<file path="src/rtl/regptr_pkg.sv">
package regptr_pkg;

    localparam int unsigned PAIRS_DEF    = 11;
    localparam int unsigned ADDR_W_DEF   = 5;
    localparam int unsigned BANK_B_DEF   = 16;
    localparam int unsigned CFG_PAIR_DEF = 5;

    typedef enum logic [1:0] {
        STEP_INC    = 2'd0,
        STEP_TOGGLE = 2'd1,
        STEP_HOLD   = 2'd2
    } step_e;

    typedef struct packed {
        logic valid;
        logic port_b;
        logic cfg;
    } map_flags_t;

    function automatic step_e step_kind(input logic banked, input logic hold);
        if (!hold)
            return STEP_INC;
        else if (banked)
            return STEP_HOLD;
        else
            return STEP_TOGGLE;
    endfunction

endpackage

</file>
<file path="src/rtl/regptr_step.sv">
module regptr_step
    import regptr_pkg::*;
#(
    parameter int unsigned AW          = ADDR_W_DEF,
    parameter int unsigned NUM_PAIRS   = PAIRS_DEF,
    parameter int unsigned BANK_B_BASE = BANK_B_DEF
) (
    input  logic [AW-1:0] cur,
    input  logic          banked,
    input  logic          hold,
    input  logic          load,
    input  logic [AW-1:0] load_addr,
    input  logic          adv,
    output logic [AW-1:0] nxt
);
    localparam logic [AW-1:0] LAST_IL = AW'(2 * NUM_PAIRS - 1);
    localparam logic [AW-1:0] LAST_BK = AW'(BANK_B_BASE + NUM_PAIRS - 1);

    logic [AW-1:0] last;
    logic [AW-1:0] stepped;

    always_comb begin
        last = banked ? LAST_BK : LAST_IL;
        unique case (step_kind(banked, hold))
            STEP_INC:    stepped = (cur >= last) ? '0 : cur + 1'b1;
            STEP_TOGGLE: stepped = {cur[AW-1:1], ~cur[0]};
            default:     stepped = cur;
        endcase
        if (load)
            nxt = load_addr;
        else if (adv)
            nxt = stepped;
        else
            nxt = cur;
    end

endmodule

</file>
<file path="src/rtl/regptr_map.sv">
module regptr_map
    import regptr_pkg::*;
#(
    parameter int unsigned AW          = ADDR_W_DEF,
    parameter int unsigned NUM_PAIRS   = PAIRS_DEF,
    parameter int unsigned BANK_B_BASE = BANK_B_DEF,
    parameter int unsigned CFG_PAIR    = CFG_PAIR_DEF,
    parameter int unsigned PW          = $clog2(NUM_PAIRS),
    parameter int unsigned IW          = PW + 1
) (
    input  logic [AW-1:0] addr,
    input  logic          banked,
    output logic [IW-1:0] index,
    output map_flags_t    flags
);
    localparam logic [AW-1:0] PAIRS_A  = AW'(NUM_PAIRS);
    localparam logic [AW-1:0] B_BASE_A = AW'(BANK_B_BASE);
    localparam logic [AW-1:0] B_END_A  = AW'(BANK_B_BASE + NUM_PAIRS);
    localparam logic [AW-1:0] IL_END_A = AW'(2 * NUM_PAIRS);
    localparam logic [PW-1:0] CFG_P    = PW'(CFG_PAIR);

    logic [PW-1:0] pair;
    logic          hit;
    logic          port_b;
    logic [AW-1:0] b_off;

    always_comb begin
        b_off  = addr - B_BASE_A;
        pair   = '0;
        hit    = 1'b0;
        port_b = 1'b0;
        if (banked) begin
            if (addr < PAIRS_A) begin
                hit  = 1'b1;
                pair = PW'(addr);
            end else if (addr >= B_BASE_A && addr < B_END_A) begin
                hit    = 1'b1;
                port_b = 1'b1;
                pair   = PW'(b_off);
            end
        end else if (addr < IL_END_A) begin
            hit    = 1'b1;
            port_b = addr[0];
            pair   = PW'(addr >> 1);
        end
        index        = hit ? {pair, port_b} : '0;
        flags.valid  = hit;
        flags.port_b = hit & port_b;
        flags.cfg    = hit && (pair == CFG_P);
    end

endmodule

</file>
<file path="src/rtl/regptr_unit.sv">
module regptr_unit
    import regptr_pkg::*;
#(
    parameter int unsigned AW          = ADDR_W_DEF,
    parameter int unsigned NUM_PAIRS   = PAIRS_DEF,
    parameter int unsigned BANK_B_BASE = BANK_B_DEF,
    parameter int unsigned CFG_PAIR    = CFG_PAIR_DEF,
    parameter int unsigned IW          = $clog2(NUM_PAIRS) + 1
) (
    input  logic          clk,
    input  logic          rst,
    input  logic          ptr_load,
    input  logic [AW-1:0] ptr_load_addr,
    input  logic          ptr_adv,
    input  logic          map_banked,
    input  logic          hold_mode,
    output logic [AW-1:0] ptr_addr,
    output logic          reg_valid,
    output logic [IW-1:0] reg_index,
    output logic          reg_port_b,
    output logic          cfg_sel
);
    logic [AW-1:0] ptr_q;
    logic [AW-1:0] ptr_d;
    map_flags_t    flags;

    regptr_step #(
        .AW(AW), .NUM_PAIRS(NUM_PAIRS), .BANK_B_BASE(BANK_B_BASE)
    ) u_step (
        .cur(ptr_q), .banked(map_banked), .hold(hold_mode),
        .load(ptr_load), .load_addr(ptr_load_addr), .adv(ptr_adv),
        .nxt(ptr_d)
    );

    always_ff @(posedge clk) begin
        if (rst)
            ptr_q <= '0;
        else
            ptr_q <= ptr_d;
    end

    regptr_map #(
        .AW(AW), .NUM_PAIRS(NUM_PAIRS), .BANK_B_BASE(BANK_B_BASE),
        .CFG_PAIR(CFG_PAIR), .PW(IW - 1), .IW(IW)
    ) u_map (
        .addr(ptr_q), .banked(map_banked), .index(reg_index), .flags(flags)
    );

    assign ptr_addr   = ptr_q;
    assign reg_valid  = flags.valid;
    assign reg_port_b = flags.port_b;
    assign cfg_sel    = flags.cfg;

endmodule

</file>
<file path="config.mk">
export PLATFORM = sky130hd
export DESIGN_NAME = regptr_unit
export DESIGN_NICKNAME = d
export VERILOG_FILES = /design/src/rtl/regptr_pkg.sv /design/src/rtl/regptr_step.sv /design/src/rtl/regptr_map.sv /design/src/rtl/regptr_unit.sv
export SDC_FILE = /design/constraint.sdc
export NUM_CORES = 1
export LEC_CHECK = 0
export ABC_AREA = 1
export BUFFER_PORTS_ARGS = -buffer_cell sky130_fd_sc_hd__buf_2
export CORE_UTILIZATION = 39
export DETAILED_ROUTE_END_ITERATION = 12
export PLACE_DENSITY = 0.77
export SETUP_SLACK_MARGIN = 0.3
export SLEW_MARGIN = 20
export SYNTH_ARGS = -nofsm -noshare
export SYNTH_HDL_FRONTEND = slang
export SYNTH_SLANG_ARGS = --single-unit
</file>
<file path="constraint.sdc">
create_clock -name clk -period 3.3 [get_ports clk]
set_input_delay 0.165 -clock clk [delete_from_list [all_inputs] [get_ports clk]]
set_output_delay 0.165 -clock clk [all_outputs]
set_load 0.005 [all_outputs]
</file>
==> impl_metrics.yaml, run 1 <==
status:
  status: "complete, no violations"
synthesis:
  ys_warn_count: 0
  ys_ff_latch: 5
  synth_edf_count: 0
  syn_nets: 116
  synthCells: 99
  synth.area.top_cells: "dfxtp_1 16%, ha_1 12%, nand2_1 11%"
  synth_top_cell_by_area: "dfxtp_1"
  synth.avg_cell_area_um2: 6.395
  synth-main-ff-cell: "dfxtp_1"
  synth_top_cell_area_share_pct: 15.81
  async_flop_share_pct: 0
  synth_area_um2: 633.1
  ys_seq_area_share_pct: 15.81
  synth_cell_types: 21
clocking:
  clkTransAtPathRegs_ps: 40
  hold_buffers: 0
  root_buffer: "clkbuf_4"
  h-tree-depth: 1
  cts-buffers-inserted: 3
  tritoncts: "done"
  cts_buffer_depth: 2
  numClockSinks: 5
  post_cts_buffers: 0
  cts_resized: 0
  clk-insertion-delay-late_ps: 240
worst_setup_path:
  cp-end-kind: "primary output"
  required_ps: 3130
  timing_worst_setup_path_type: "flip-flop to primary output"
  critPathMaxFanout: 10
  cp-start-kind: "flip-flop"
  arrival_ps: 1480
final_layout:
  antennaDiodeCount: 0
  largest_reg_flops: 5
  nets: 142
  drive_above_1_share_pct: 33.87
  syn2layout_area_growth_pct: 22.53
  fillers: 170
  final_core_util_pct: 51.50
hold_path:
  hp-class: "input pin to flip-flop"
global_route:
  grt_overflow: 0
  grt_pass1_vias: 666
  grt_pass1_wl_um: 2822
  grt_max_degree: 12
  grt.total_usage_pct: 19.98
  antenna_found_initial: 0
timing:
  tightestPinTransition_ps: 389.9
  max-slew-margin-rel_pct: 73.97
  setup_viol: 0
  final_max_slew_viol_count: 0
  rsz0062_at_grt: "no"
  fin_tns_setup_ps: 0
  fin_worst_skew_ps: 2.374
  fmax_ghz: 0.6080
  final_hold_viol_count: 0
  layout_worst_path_cycle_share_pct: 49.84
  whs_ps: 215.0
  period_minus_slack_ps: 1645
drt:
  routedWlPerCell_um: 11.48
  drt_iter0_markers: 10
  drtPass1Iterations: 4
  via_count: 746
  drc_errors: 0
  wl_um: 1607
  drtAntennaViolNets: 0
  viasPerCell: 5.329
pwr:
  p_int_w: 0.0001477
  p_leak_nw: 0.4146
  p_seq_share_pct: 33.5
  switching_share_pct: 37.50
  clock_power_share_pct: 30.0
  powerDensity_mw_per_mm2: 304.7
  worst_ir_drop_vdd_v: 0.0002502
  p_sw_w: 0.00008865
  p_comb_share_pct: 36.5
place:
  portBuffers: 23
  dp_hpwl_um: 1258
  place.gp.congestion: 0.9216
floorplan:
  io_pins: 24
  rows: 14
  die_h_um: 42.29
  die-area_mm2: 0.001788
  initial_utilization_pct: 42.03
  coreArea_mm2: 0.001506
  die_x_um: 42.29
flow_run:
  drv_cap: 0
==> cells in the mapped netlist, types with 2 or more instances <==
cell type  count
o21ai_2        3
nor2_1         6
a21oi_1       13
nand4_1        4
o21ai_0        5
inv_1         13
nand3_1        9
inv_2          4
ha_1           6
nand2_4        2
a21oi_2        3
dfxtp_1        5
nand2_1       18
==> metal layers <==
metal / up-vias / global-route usage, % / wire length, um / share of wire (%)
met5: - / 0 / 0 / 0
met4: 0 / 1.875 / 9 / 0.56
met3: 2 / 5.172 / 129 / 8.0
met2: 40 / 33.54 / 750 / 47
met1: 324 / 26.65 / 717 / 45
li1: 380 / - / - / -
==> layout by cell type, fill, tap and decap left out <==
cell type	count
dfxtp_1	5
nor2_2	1
o22ai_1	1
inv_2	4
nand2_2	1
buf_2	23
nand4_1	4
xnor2_1	1
clkbuf_1	1
o21ai_2	3
a21oi_2	3
ha_1	6
a21oi_1	13
o21ai_0	5
o31ai_2	1
nand2_4	2
inv_1	13
nand2_1	18
nand3_1	9
nand3_2	1
clkbuf_4	3
nor2_1	6
==> power by group through the flow <==
stage | Clock, W | Combinational (W) | Sequential (W)
floorplan | 0 | 0.0000601 | 0.0000756
global placement | 0 | 0.0000839 | 0.0000795
detailed placement | 0 | 0.0000863 | 0.0000803
CTS | 0.0000730 | 0.0000869 | 0.0000791
global route | 0.0000778 | 0.0000988 | 0.0000808
finish | 0.0000709 | 0.0000863 | 0.0000792
==> critical path, stage by stage, from the launching register on <==
cell and delay (ps):
dfxtp_1 550, nand3_1 170, nand3_2 140, o21ai_2 70
inv_1 50, nand3_1 60, nor2_1 90, buf_2 110
==> layout make-up <==
type,count,area [um^2],area share [%]
clock buffers,4,26.28,3.387
inverters,17,63.81,8.226
multi-input cells,75,450.4,58.06
flip-flops and latches,5,100.1,12.90
well taps,16,20.02,2.581
repair buffers,23,115.1,14.84
==> stage by stage <==
stage / worst slack [ps] / cells / area [um^2] / power [W]
final: 1655 / 140 / 775.7 / 0.0002364
after global placement: 1754 / 136 / 749.5 / 0.0001633
after CTS: 1647 / 140 / 775.7 / 0.0002390
after detailed placement: 1645 / 136 / 749.5 / 0.0001666
after floorplan: 1923 / 99 / 633.1 / 0.0001358
after global routing: 1479 / 140 / 775.7 / 0.0002575
==> cells by family (layout without fill, tap and decap cells) <==
group	Yosys count	in the layout	share of synthesized area, %
DFF	5	5	15.81
AOI/OAI and AO/OA	26	26	25.49
and+or+nand+nor	42	42	32.41
buffers and inverters	19	44	13.04
adders and majority gates	6	6	11.86
xor gates and xnor gates	1	1	1.384
==> path summary, 6_finish.rpt <==
check                   start  slack [ps]          end  cells past startpoint
min reg2reg       ptr_addr[4]         660  ptr_addr[4]                      2
max reg2reg       ptr_addr[0]        1660  ptr_addr[0]                      9
max               ptr_addr[1]        1660      cfg_sel                      7
min          ptr_load_addr[2]         220  ptr_addr[2]                      3
Power figures use the tool's default switching activity.
==> run 2: changes to the inputs <==
==> constraint.sdc (replaced) <==
create_clock -name clk -period 1.6 [get_ports clk]
set_input_delay 0.08 -clock clk [delete_from_list [all_inputs] [get_ports clk]]
set_output_delay 0.08 -clock clk [all_outputs]
set_load 0.005 [all_outputs]
==> run 2 against run 1 <==
The flow now finishes with violations (DRC). Sequential share of layout area is 2.1 points lower. Critical path type unchanged. Setup slack worse by 1500 ps. Cell area is 35% higher. Power rose to 2.6 times the previous value. Die area unchanged. Clock power up 120%. Sequential power up 100%. Register-to-register slack worse by 1400 ps. Sequential cell count is the same. Global-route usage grew 4.0 points. Core utilization grew 18 points. Critical endpoint is now reg_index[0]. Hold slack got worse by 110 ps.
==> impl_metrics.yaml, run 2 (same netlist as run 1, synthesis figures left out) <==
status:
  status: "complete, but fails checks"
  failed_checks: "DRC"
timing:
  period_minus_slack_ps: 1465
  final_max_slew_viol_count: 0
  tightestPinTransition_ps: 286.1
  final_hold_viol_count: 0
  setup_viol: 0
  layout_worst_path_cycle_share_pct: 91.59
  fin_tns_setup_ps: 0
  fin_worst_skew_ps: 4.246
  rsz0062_at_grt: "yes"
  fmax_ghz: 0.6824
  max-slew-margin-rel_pct: 80.92
clocking:
  root_buffer: "clkbuf_4"
  numClockSinks: 5
  cts-buffers-inserted: 3
  cts_buffer_depth: 2
  clkTransAtPathRegs_ps: 50
  h-tree-depth: 1
  clk-insertion-delay-late_ps: 250
  tritoncts: "done"
place:
  place.gp.congestion: 0.8864
  dpl.cell_count: 139
  placed_cell_area_um2: 777.0
  portBuffers: 23
  dp_hpwl_um: 1287
final_layout:
  syn2layout_area_growth_pct: 66.01
  nets: 156
  drive_above_1_share_pct: 60.87
  instances_no_fill: 154
  final_core_util_pct: 69.77
  final_cell_mix: "23 x buf_2, 15 x nand2_1, 11 x buf_4, 8 x inv_2, 8 x a21oi_1"
  largest_reg_flops: 5
  layout_commonest_cell: "buf_2"
  design_area_mm2: 0.001051
  antennaDiodeCount: 0
pwr:
  p_sw_w: 0.0002470
  p_seq_share_pct: 25.9
  clock_power_share_pct: 24.9
  p_leak_nw: 0.5047
  powerDensity_mw_per_mm2: 586.7
  p_comb_share_pct: 49.1
  switching_share_pct: 40.06
  worst_ir_drop_vdd_v: 0.0004333
  power.total_w: 0.0006166
  p_int_w: 0.0003696
drt:
  wl_um: 2253
  wirelength_met1_um: 827
  top_layer: "met4"
  drtAntennaViolNets: 0
  drc_errors: 1
  via_count: 870
  routedWlPerCell_um: 14.63
  drt_iter0_markers: 18
  viasPerCell: 5.649
  drtPass1Iterations: 8
  wl_met2_um: 1223
  wl_met3_um: 144
worst_setup_path:
  critPathMaxFanout: 4
  required_ps: 1520
  cp-end-kind: "primary output"
  reg2regPathDepth: 9
  cp-start-kind: "flip-flop"
  arrival_ps: 1390
  timing_worst_setup_path_type: "flip-flop to primary output"
global_route:
  grt_max_degree: 9
  grt_pass1_wl_um: 3215
  antenna_found_initial: 0
  grt.total_usage_pct: 23.96
  grt_pass1_vias: 758
  grt_overflow: 0
flow_run:
  drv_cap: 0
hold_path:
  hp-class: "input pin to flip-flop"
  hold_path_depth: 3
floorplan:
  initial_utilization_pct: 42.03
  die-area_mm2: 0.001788
  rows: 14
  die_h_um: 42.29
  coreArea_mm2: 0.001506
  io_pins: 24
  die_x_um: 42.29
run 2: cell count changes in the layout (fill, tap and decap cells not counted), sizes merged:
cell  delta
buf     +14
run 2: layout make-up:
cell class	count	area (um^2)
multi-input combinational	75	590.6
clock buffer	4	26.28
tap	16	20.02
inverter	17	68.82
fill	123	455.4
sequential	5	113.9
timing repair buffer	37	231.5
run 2: repair_timing:
item / 4_1_cts / 5_1_grt
setup buffers: 5 / 6
hold buffers: 0 / 0
resized for setup: 17 / 23
setup endpoints to repair: 13 / 13
pin swaps: 6 / 19
run 2: worst paths after layout:
path,startpoint,to,slack [ps]
min reg2reg,ptr_addr[1],ptr_addr[1],630
max reg2reg,ptr_addr[1],ptr_addr[0],240
max,ptr_addr[2],reg_index[0],130
min,ptr_load_addr[4],ptr_addr[4],110
run 2: critical path, stage by stage (launching register included):
cell and delay (ps):
dfxtp_2 330, buf_6 130, nand2_4 60, a21oi_2 50
nor2_2 140, buf_4 140, inv_2 30, o22ai_2 110
buf_2 140
run 2: per-stage QoR:
step	setup slack, ps	hold slack [ps]
floorplan	303.4	214.2
global placement	204.1	369.8
detailed placement	151.8	371.6
CTS	149.4	108.8
global route	23.18	112.6
finish	134.6	106.2
run 2: power by group through the flow:
stage | combinational (W) | clock [W] | sequential [W]
after floorplan | 0.000127 | 0 | 0.000157
after global placement | 0.000192 | 0 | 0.000157
after detailed placement | 0.000198 | 0 | 0.000159
after CTS | 0.000230 | 0.000157 | 0.000158
after global routing | 0.000330 | 0.000170 | 0.000161
final | 0.000303 | 0.000154 | 0.000160
run 2: layer usage:
metal | global-route usage (%) | up-vias
met5 | 0 | -
met4 | 10.00 | 0
met3 | 6.466 | 8
met2 | 42.77 | 43
met1 | 26.32 | 405
li1 | - | 414
